File: config.mk
export PLATFORM = sky130hd
export DESIGN_NAME = cfg_load_seq
export DESIGN_NICKNAME = d
export VERILOG_FILES = /design/src/rtl/cfg_load_seq.sv
export SDC_FILE = /design/constraint.sdc
export NUM_CORES = 1
export LEC_CHECK = 0
export BUFFER_PORTS_ARGS = -buffer_cell sky130_fd_sc_hd__buf_2
export CAP_MARGIN = 20
export CORE_UTILIZATION = 40
export DETAILED_ROUTE_END_ITERATION = 6
export HOLD_SLACK_MARGIN = 0.12
export PLACE_DENSITY_LB_ADDON = 0.15
export SYNTH_ARGS = -nofsm -noshare
export SYNTH_HDL_FRONTEND = slang
export SYNTH_SLANG_ARGS = --single-unit
File: constraint.sdc
create_clock -name clk -period 5.8 [get_ports clk]
set_clock_uncertainty 0.2 [all_clocks]
set_input_delay 0.29 -clock clk [delete_from_list [all_inputs] [get_ports clk]]
set_output_delay 0.29 -clock clk [all_outputs]
set_load 0.02 [all_outputs]
File: src/rtl/cfg_load_seq.sv
`timescale 1ns/1ps
module cfg_load_seq #(
  parameter int STORE_W  = 32,
  parameter int CNT_W    = 16,
  parameter int CLR_CYC  = 8,
  parameter int FILT_CYC = 3,
  parameter int UW       = 8
) (
  input  logic               clk,
  input  logic               rst_n,
  input  logic               prog_req_n,
  input  logic               mode_n,
  input  logic               start_n,
  input  logic               init_in,
  output logic               init_drive_low,
  input  logic [CNT_W-1:0]   keep_len,
  input  logic [CNT_W-1:0]   total_len,
  input  logic [1:0]         startup_sel,
  input  logic               byte_mode,
  input  logic               cfg_bit_valid,
  input  logic               cfg_bit,
  input  logic               byte_valid,
  input  logic [7:0]         byte_data,
  output logic               byte_ready,
  output logic [STORE_W-1:0] cfg_q,
  output logic               dout,
  output logic               dout_valid,
  input  logic               user_we,
  input  logic [UW-1:0]      user_d,
  output logic [UW-1:0]      user_q,
  output logic               user_oe,
  output logic               done,
  output logic               hdc,
  output logic               ldc,
  output logic               int_rst
);
  localparam int CLR_W = $clog2(4*CLR_CYC+1);
  localparam int FW    = $clog2(FILT_CYC+1);

  typedef enum logic [2:0] {S_CLEAR, S_SAMPLE, S_WAIT, S_LOAD, S_START, S_OPER} st_t;

  st_t                st;
  logic [CLR_W-1:0]   clr_cnt;
  logic [FW-1:0]      fcnt;
  logic               req_seen, first_cfg, is_master;
  logic [CNT_W-1:0]   bc;
  logic [7:0]         sh_reg;
  logic [3:0]         sh_cnt;
  logic [1:0]         step;
  logic               oe_r, done_r, rel_r, dout_r, dv_r;
  logic [STORE_W-1:0] store;
  logic [UW-1:0]      ureg;
  logic [1:0]         ev_now;

  wire req_act   = (fcnt == FW'(FILT_CYC));
  wire [CLR_W-1:0] clr_last = (first_cfg && !mode_n) ? CLR_W'(4*CLR_CYC-1) : CLR_W'(CLR_CYC-1);
  wire bit_stb   = (st == S_LOAD) && (byte_mode ? (sh_cnt != 4'd0) : cfg_bit_valid);
  wire bit_val   = byte_mode ? sh_reg[7] : cfg_bit;
  wire keep_hit  = (bc < keep_len);
  wire last_bit  = ((bc + CNT_W'(1)) == total_len);

  assign init_drive_low = (st == S_CLEAR);
  assign byte_ready     = (st == S_LOAD) && byte_mode && (sh_cnt == 4'd0);
  assign cfg_q          = store;
  assign dout           = dout_r;
  assign dout_valid     = dv_r;
  assign user_q         = ureg;
  assign user_oe        = oe_r;
  assign done           = done_r;
  assign hdc            = !oe_r;
  assign ldc            = oe_r;
  assign int_rst        = !rel_r;

  always_comb begin
    case ({startup_sel, step})
      4'b00_00: ev_now = 2'd0;
      4'b00_01: ev_now = 2'd1;
      4'b01_00: ev_now = 2'd1;
      4'b01_01: ev_now = 2'd0;
      4'b10_00: ev_now = 2'd1;
      4'b10_01: ev_now = 2'd2;
      4'b11_00: ev_now = 2'd2;
      4'b11_01: ev_now = 2'd1;
      default:  ev_now = (startup_sel[1]) ? ((startup_sel[0]) ? 2'd0 : 2'd0) : 2'd2;
    endcase
  end

  always_ff @(posedge clk or negedge rst_n) begin
    if (!rst_n) fcnt <= '0;
    else if (prog_req_n) fcnt <= '0;
    else if (!req_act) fcnt <= fcnt + FW'(1);
  end

  always_ff @(posedge clk or negedge rst_n) begin
    if (!rst_n) begin
      st <= S_CLEAR; clr_cnt <= '0; req_seen <= 1'b0; first_cfg <= 1'b1; is_master <= 1'b0;
      bc <= '0; sh_reg <= '0; sh_cnt <= '0; step <= '0;
      oe_r <= 1'b0; done_r <= 1'b0; rel_r <= 1'b0; dout_r <= 1'b0; dv_r <= 1'b0;
      store <= '0; ureg <= '0;
    end else begin
      dv_r <= 1'b0;
      case (st)
        S_CLEAR: begin
          oe_r <= 1'b0; done_r <= 1'b0; rel_r <= 1'b0;
          store <= '0; ureg <= '0; bc <= '0; sh_cnt <= '0; step <= '0;
          if (clr_cnt == clr_last) begin
            clr_cnt <= '0;
            if (req_act) req_seen <= 1'b1;
            else if (req_seen) req_seen <= 1'b0;
            else begin
              st <= S_SAMPLE;
              first_cfg <= 1'b0;
            end
          end else begin
            clr_cnt <= clr_cnt + CLR_W'(1);
            if (req_act) req_seen <= 1'b1;
          end
        end
        S_SAMPLE: begin
          is_master <= !mode_n;
          st <= S_WAIT;
        end
        S_WAIT: if (start_n && (!is_master || init_in)) st <= S_LOAD;
        S_LOAD: begin
          if (byte_mode && sh_cnt == 4'd0 && byte_valid) begin
            sh_reg <= byte_data;
            sh_cnt <= 4'd8;
          end else if (byte_mode && sh_cnt != 4'd0) begin
            sh_reg <= {sh_reg[6:0], 1'b0};
            sh_cnt <= sh_cnt - 4'd1;
          end
          if (bit_stb) begin
            if (keep_hit) store <= {store[STORE_W-2:0], bit_val};
            else begin
              dout_r <= bit_val;
              dv_r   <= 1'b1;
            end
            bc <= bc + CNT_W'(1);
            if (last_bit) begin
              st <= S_START;
              step <= '0;
            end
          end
        end
        S_START: begin
          case (ev_now)
            2'd0:    oe_r   <= 1'b1;
            2'd1:    done_r <= 1'b1;
            default: rel_r  <= 1'b1;
          endcase
          step <= step + 2'd1;
          if (step == 2'd2) st <= S_OPER;
        end
        S_OPER: if (user_we) ureg <= user_d;
        default: st <= S_CLEAR;
      endcase
      if (req_act && st != S_CLEAR) begin
        st <= S_CLEAR; clr_cnt <= '0; req_seen <= 1'b1; first_cfg <= 1'b0;
        oe_r <= 1'b0; done_r <= 1'b0; rel_r <= 1'b0; dv_r <= 1'b0;
        store <= '0; ureg <= '0; sh_cnt <= '0; bc <= '0;
      end
    end
  end

  a_r2_cfg_flags: assert property (@(posedge clk) disable iff (!rst_n)
    init_drive_low |-> (!user_oe && !done && hdc && !ldc && int_rst));
  a_r3_user_clear: assert property (@(posedge clk) disable iff (!rst_n)
    init_drive_low |-> (user_q == '0 && cfg_q == '0));
  a_r5_req_holds_init: assert property (@(posedge clk) disable iff (!rst_n)
    req_act |=> init_drive_low);
  a_r7_master_waits: assert property (@(posedge clk) disable iff (!rst_n)
    (st == S_LOAD && $past(st) == S_WAIT && is_master) |-> $past(init_in));
  a_r9_byte_busy: assert property (@(posedge clk) disable iff (!rst_n)
    (byte_valid && byte_ready) |=> !byte_ready);
  a_r10_fwd_from_load: assert property (@(posedge clk) disable iff (!rst_n)
    dout_valid |-> ($past(st) == S_LOAD));
  a_r11_store_frozen: assert property (@(posedge clk) disable iff (!rst_n)
    done |-> $stable(cfg_q));
endmodule

After elaboration in Yosys (flattened, before gate mapping) --
Cells that the tools add are included.
Word-level totals: register bits after elaboration 89, output and inout bits 49, logic and storage cells 166
Cells by class: $add $sub $neg 5, $lt $le $gt $ge 1, equal/unequal tests 36, multiplexer cells 61, bitwise operators 1, reductions and logical operators 45
Operator list (number):
- 2-to-1 mux 32 bit | 3
- one-hot mux 32 bit (2 select lines) | 1
- 2-to-1 mux 16 bit | 2
- 2-to-1 mux 8 bit | 4
- one-hot mux 16 bit (2 select lines) | 1
- 2-to-1 mux 3 bit | 8
- 2-to-1 mux 1 bit | 22
- != test 3 x 2 -> 1 bit, second input constant | 7
- 2-to-1 mux 6 bit | 3
- one-hot mux 3 bit (6 select lines) | 1
- nonzero test 3 bit | 6
- adder 16 x 1 -> 16 bit, second input constant | 1
- == test 16 bit | 1
- == test 4 bit, second input constant | 4
- less-than comparator 16 bit | 1
- one-hot mux 8 bit (2 select lines) | 1
- AND reduction 2 bit | 8
- 2-to-1 mux 4 bit | 3
- != test 3 bit, second input constant | 4
- one-hot mux 2 bit (3 select lines) | 2
- 2-to-1 mux 2 bit | 5
- logical AND 1 bit | 9
- AND reduction 3 bit | 3
- == test 4 x 3 -> 1 bit, second input constant | 2
- 29 further kinds | 47

Longest topological paths before layout --
Gate-level depths: netlist (run 1).
depth in word-level cells 8, gate-level depth with buffers 12, depth with buffers taken out 10

Worst setup path after synthesis (run 1) --
No wires, ideal clock.
path kind register to register, from reg bc[0], to reg step[1], setup time 0.122 ns, arrival time 2.207 ns, data required time 5.478 ns, setup slack 3.271 ns, cell stages (with the launch flop) 10, buffers on the path 0, cells stage by stage dfrtp_1 -> ha_1 -> nand3_2 -> or3_1 -> xnor2_1 -> o21ai_0 -> nor4_2 -> nand3_1 -> a2bb2oi_1 -> a32o_1
Between the ends: word-level cells in the longest chain between the ends 4
RTL lines:
- start: declaration | line 46 | logic [CNT_W-1:0] bc;
- start signal: assignment | line 138 | bc <= bc + CNT_W'(1);
- adder 16 x 1 -> 16 bit | line 60 | wire last_bit = ((bc + CNT_W'(1)) == total_len);
- == test 16 bit | line 60
- != test 2 bit (no line)
- AND reduction 3 bit (no line)
- end signal: assignment | line 151 | step <= step + 2'd1;
- end: declaration | line 49 | logic [1:0] step;
Every way passes these cells. A chain may end at the register's enable or synchronous reset.

Worst setup path after layout (run 1) --
from reg st[1], to reg store[6], in the netlist cfg_q[6]
Between the ends: word-level cells in the longest chain between the ends 4
RTL lines:
- start: declaration | line 42 | st_t st;
- start signal: assignment | line 96 | st <= S_CLEAR; clr_cnt <= '0; req_seen <= 1'b0; first_cfg <= 1'b1; is_master <= 1'b0;
- start signal: assignment | line 111 | st <= S_SAMPLE;
- start signal: assignment | line 121 | st <= S_WAIT;
- == test 3 x 2 -> 1 bit / nonzero test 3 bit (equally long branches) | line 57, 102, 157
- logical AND 1 bit (on tied branches) | line 57, 157
- != test 3 x 2 -> 1 bit (no line) / nonzero test 3 bit (equally long branches)
- AND reduction 3 bit (no line)
- end signal: assignment | line 133 | if (keep_hit) store <= {store[STORE_W-2:0], bit_val};
- end: declaration | line 51 | logic [STORE_W-1:0] store;
Parallel ways exist; a longest one is shown, timed or not.

==> results_dict.tcl, run 1 <==
set metrics [dict create \
    worstPathCellList "nor2_2, nand2_1, nand2_1, nand2_1, nor3_2, and2_1, buf_8, a22o_1" \
    vias_per_cell 5.41 \
    slew_headroom_pct 28.5 \
    synth_edf_count 0 \
    regArea_um2 2230 \
    r2r_setup_slack_ns 2.46 \
    ys_warn_count 0 \
    leakage_nw 3.06 \
    hold_end "cfg_q[0]" \
    synth_cell_types 57 \
    status "finished, final reports clean" \
    worst-setup-path-type "reg2reg" \
    gp_congestion 0.832 \
    slowest_delay_ns 0.66 \
    routedWlPerCell_um 15.1 \
    nFillCells 1171 \
    syn_area_um2 4940 \
    synth_ff_type "dfrtp_1" \
    start_util_pct 41.2 \
    syn_nets 610 \
    coreArea_um2 12000 \
    grt_max_degree 87 \
    cts_root_buf "clkbuf_16" \
    syn_inst 526 \
    ctsHtreeMaxLevel 3 \
    dp.cells 759 \
    drv_cap 0 \
    ys_seq_area_share_pct 45.1 \
    async_flop_share_pct 100 \
    cts_made_buffers 9 \
    instances_no_fill 797 \
    path_clk_slew_ns 0.07 \
    tightestPinTransition_ns 1.07 \
    dieHeight_um 113 \
    cp-startpoint "st[1]" \
    port_buffers 109 \
    areaGrowthSynthToFinish_pct 23.9 \
    place_hpwl_um 8290 \
    min_path_cells 3 \
    hold_viol 0 \
    reg2reg_depth 8 \
    drive_gt1_share_pct 22.6 \
    layout_setup_ws_ns 2.46 \
    worstSetupStartpointType "flip-flop" \
    slowest_stage "and2_1" \
    antenna_left 0 \
    post-cts-setup-buffers 0 \
    rows 40 \
    cp.required_ns 5.88 \
    cp_max_fo 17 \
    worstSetupEndpointType "flip-flop" \
    p_per_area_nw_per_um2 380 \
    clkLatencyLatePin_ns 0.34 \
    avgSynthCellArea_um2 9.40 \
    antenna_cells 0 \
    cts.path.max_buffers 2 \
    rsz0062_at_grt "false" \
    cts_tree "yes" \
    drtPass1Iterations 4 \
    multi_input_area_um2 2470 \
    worstHoldStart "cfg_bit" \
    p_total_mw 2.33 \
    drc 0 \
    num_vias 4311 \
    finalSetupViolations 0 \
    setup_tns_ns 0 \
    layout.nets 729 \
    grtUsageTotal_pct 19.9 \
    antenna_found_initial 0 \
    die-area_um2 12800 \
    pre_cts_slack_ns 2.28 \
    cp_common_cell "nand2_1" \
    grt_pass1_vias 4169 \
    grt.overflow.total 0 \
    r2r-end "cfg_q[6]" \
    wirelength_um 12000 \
    largest_reg_flops 32 \
    crit-reg2reg-launch "st[1]" \
    grt_pass1_wl_um 20300 \
    crit_arrival_ns 3.42 \
    fmax_mhz 300 \
    io_pins 110 \
    ys_ff_latch 89 \
    period_minus_slack_ns 3.34 \
    first_iter_violations 307 \
    ir_drop_mv 0.216 \
    die_w_um 113 \
    slew_viol_final 0 \
    numClockSinks 89 \
    hp-class "in2reg" \
    fin_crit_sh_pct 57.6 \
]
routing by layer:
layer	GRT usage, %	vias up	routed length (um)
met2	31.9	122	5740
met5	0	-	0
met3	4.12	23	505
met4	7.28	0	292
li1	-	2108	-
met1	26.6	2058	5490
worst max-delay path by stage:
| stage | to | slack [ns] | cells past startpoint |
|---|---|---|---|
| final | cfg_q[6] | 2.46 | 8 |
| after floorplan | step[1] | 3.27 | 9 |
| after CTS | cfg_q[16] | 2.26 | 7 |
| after global placement | cfg_q[14] | 2.44 | 7 |
| after global routing | cfg_q[20] | 2.21 | 8 |
| after detailed placement | cfg_q[16] | 2.28 | 7 |
repair_timing:
| item | 4_1_cts | 5_1_grt |
|---|---|---|
| setup endpoints to repair | 0 | 0 |
| endpoints found under the hold margin | 22 | 0 |
| hold buffers | 20 | 0 |
| resized for setup | 0 | 0 |
synthesized netlist by cell type (5+ instances only):
cell	number	share of area (%)
dfrtp_1	88	45
o21ai_0	64	6.5
nand2_1	63	4.8
nor2_1	42	3.2
a22o_1	32	5.7
inv_1	28	2.1
ha_1	23	5.8
a21oi_1	15	1.5
xnor2_1	15	2.7
clkbuf_1	10	0.76
mux2i_1	10	2.0
nand3_1	10	1.0
xor2_1	10	1.8
nor3_1	8	0.81
o31ai_1	8	1.2
buf_2	7	0.71
buf_4	7	1.1
nand4_1	7	0.89
a21o_1	6	0.91
a31oi_1	5	0.63
nor4_1	5	0.63
or3_1	5	0.63
where the power goes:
part	total [mW]	internal, mW	switching (mW)
clock	0.610	0.343	0.266
combinational	0.828	0.313	0.515
sequential	0.889	0.759	0.130
critical path, delay by kind of cell, from the launching register on:
family	cells	cell delay, ns
buffers and inverters	1	0.24
DFF	1	0.47
AOI/OAI and AO/OA	1	0.14
and+or+nand+nor	6	2.24
final cells by class:
cell class / count / share of cell area (%)
flip-flops and latches: 89 / 36.4
clock buffers: 9 / 3.68
inverters: 29 / 1.78
well taps: 147 / 3.00
multi-input cells: 381 / 40.4
repair buffers: 135 / 13.4
clock inverters: 7 / 1.37
through the flow:
stage | util [%] | area (um^2) | hold WS (ns)
finish | 51.0 | 6120 | 0.177
global route | 51.0 | 6120 | 0.182
CTS | 50.6 | 6080 | 0.157
detailed placement | 46.4 | 5570 | -0.111
global placement | 46.3 | 5570 | -0.110
floorplan | - | 4940 | -0.206
kinds of logic after synthesis:
| logic type | synth area share, % |
|---|---|
| simple gates | 16.9 |
| xor+xnor | 4.43 |
| mux | 2.48 |
| fa+ha+maj | 5.82 |
| compound gates | 20.3 |
| buf+inv | 4.99 |
| flops | 45.1 |
cells in the final DEF (no fill, tap or decap), types with 3 or more instances in the layout:
cell type,synthesis,routed
buf_2,7,109
dfrtp_1,88,88
o21ai_0,64,64
nand2_1,63,63
nor2_1,42,42
a22o_1,32,32
inv_1,28,28
ha_1,23,23
dlygate4sd3_1,0,20
a21oi_1,15,15
xnor2_1,15,15
nand3_1,10,10
mux2i_1,10,10
xor2_1,10,10
clkbuf_16,0,9
nor3_1,8,8
o31ai_1,8,8
nand4_1,7,7
a21o_1,6,6
nor4_1,5,5
or3_1,5,5
a31oi_1,5,5
and3_1,4,4
o21a_1,4,4
nor2b_1,4,4
inv_6,0,4
buf_4,7,4
nand2b_1,3,3
and2_1,3,3
Power figures use the tool's default switching activity.
==> run 2, diff against run 1 <==
- clock period: 5.8 -> 3 ns (I/O delays scaled with it)
==> results_dict.tcl, run 2 (synthesized netlist as in run 1, its figures left out) <==
set metrics [dict create \
    reg2reg_depth 9 \
    antenna_left 0 \
    ir_drop_mv 0.409 \
    p_int_mw 2.77 \
    die-area_um2 12800 \
    p_per_area_nw_per_um2 730 \
    rsz0062_at_grt "false" \
    vias_per_cell 5.40 \
    post-cts-setup-buffers 0 \
    path_clk_slew_ns 0.06 \
    critPathCapture "step[1]" \
    cts.path.max_buffers 2 \
    min_path_cells 5 \
    slew_viol_final 0 \
    ctsHtreeMaxLevel 3 \
    status "finished, final reports clean" \
    crit_arrival_ns 2.82 \
    p_sw_mw 1.76 \
    p_sw_share_pct 38.7 \
    cp_max_fo 9 \
    die_w_um 113 \
    hp-class "in2reg" \
    antenna_cells 0 \
    r2r-end "step[1]" \
    first_iter_violations 326 \
    drc 0 \
    start_util_pct 41.2 \
    finalSetupViolations 0 \
    worst-setup-path-type "reg2reg" \
    cts_tree "yes" \
    clkLatencyLatePin_ns 0.34 \
    grt.overflow.total 0 \
    mostFrequentLayoutCells "buf_2 (108), dfrtp_1 (87), o21ai_0 (64)" \
    place_hpwl_um 8590 \
    grt_pass1_vias 4147 \
    r2r_setup_slack_ns 0.20 \
    clkPwrFrac_pct 25.5 \
    grt_max_degree 59 \
    setup_tns_ns 0 \
    num_vias 4372 \
    grtUsageTotal_pct 19.7 \
    instances_no_fill 809 \
    layout.nets 741 \
    period_minus_slack_ns 2.80 \
    dieHeight_um 113 \
    leakage_nw 3.11 \
    io_pins 110 \
    cp.required_ns 3.03 \
    slew_headroom_pct 50.4 \
    cts_root_buf "clkbuf_16" \
    drv_cap 0 \
    dp.cells 768 \
    fmax_mhz 358 \
    p_seq_share_pct 38.0 \
    cp-startpoint "bc[1]" \
    port_buffers 109 \
    tightestPinTransition_ns 0.744 \
    final_common_cell "buf_2" \
    worstSetupEndpointType "flip-flop" \
    combPwrFrac_pct 36.4 \
    coreArea_um2 12000 \
    drtPass1Iterations 5 \
    gp_congestion 0.844 \
    rows 40 \
    antenna_found_initial 0 \
    wirelength_um 12000 \
    hold_viol 0 \
    routedWlPerCell_um 14.9 \
    largest_reg_flops 32 \
    drive_gt1_share_pct 23.6 \
    worstSetupStartpointType "flip-flop" \
    numClockSinks 89 \
    fin_crit_sh_pct 93.2 \
    areaGrowthSynthToFinish_pct 25.6 \
    cts_made_buffers 9 \
    grt_pass1_wl_um 20000 \
    crit-reg2reg-launch "bc[1]" \
]
-- run 2: repair_timing --
item,4_1_cts,5_1_grt
hold endpoints to repair,84,0
setup endpoints to repair,0,13
gates resized for setup,0,2
hold buffers,24,0
-- run 2: critical path: stages (launching register included) --
cell	delay, ns
dfrtp_1	0.44
ha_1	0.28
nand3_2	0.19
or3_1	0.44
xnor2_1	0.14
o21ai_0	0.12
nor4_2	0.27
nand3_1	0.19
a2bb2oi_1	0.20
a32o_1	0.21
-- run 2: layout make-up --
| cell class | count | area (um^2) |
|---|---|---|
| tap | 147 | 184 |
| timing repair buffer | 147 | 906 |
| clock inverter | 6 | 73.8 |
| clock buffer | 10 | 229 |
| inverter | 29 | 109 |
| sequential | 89 | 2230 |
| fill | 1164 | 5800 |
| multi-input combinational | 381 | 2480 |
-- run 2: metrics by stage --
step	area [um^2]	util (%)	total power, mW	hold slack, ns	worst slack (ns)
global placement	5650	47.1	3.32	0.0621	0.238
floorplan	4940	-	2.83	-0.346	0.471
detailed placement	5650	47.1	3.37	0.0625	0.188
finish	6210	51.7	4.53	0.175	0.204
CTS	6200	51.6	4.57	0.165	0.176
global route	6210	51.7	4.84	0.222	0.0143
-- run 2: worst min path at each step --
stage                              start  slack, ns     to
final                     startup_sel[0]       0.17    ldc
after detailed placement           rst_n       0.06  bc[3]
after global routing      startup_sel[0]       0.22    ldc
after global placement             rst_n       0.06  bc[3]
after floorplan                    rst_n      -0.35  bc[0]
after CTS                 startup_sel[0]       0.16    ldc
-- run 2: power by group through the flow --
stage	Combinational [mW]	Clock, mW	Sequential, mW
5_1_grt	1.84	1.23	1.76
2_1_floorplan	1.03	0	1.80
3_5_place_dp	1.62	0	1.74
6_report	1.65	1.16	1.72
3_3_place_gp	1.59	0	1.73
4_1_cts	1.66	1.19	1.72
-- run 2: per-layer routing --
layer	share of wire [%]	GRT usage, %	vias up
li1	-	-	2133
met1	47	26.8	2105
met2	47	31.4	121
met3	4.5	4.18	13
met4	1.1	5.96	0
met5	0	0	-
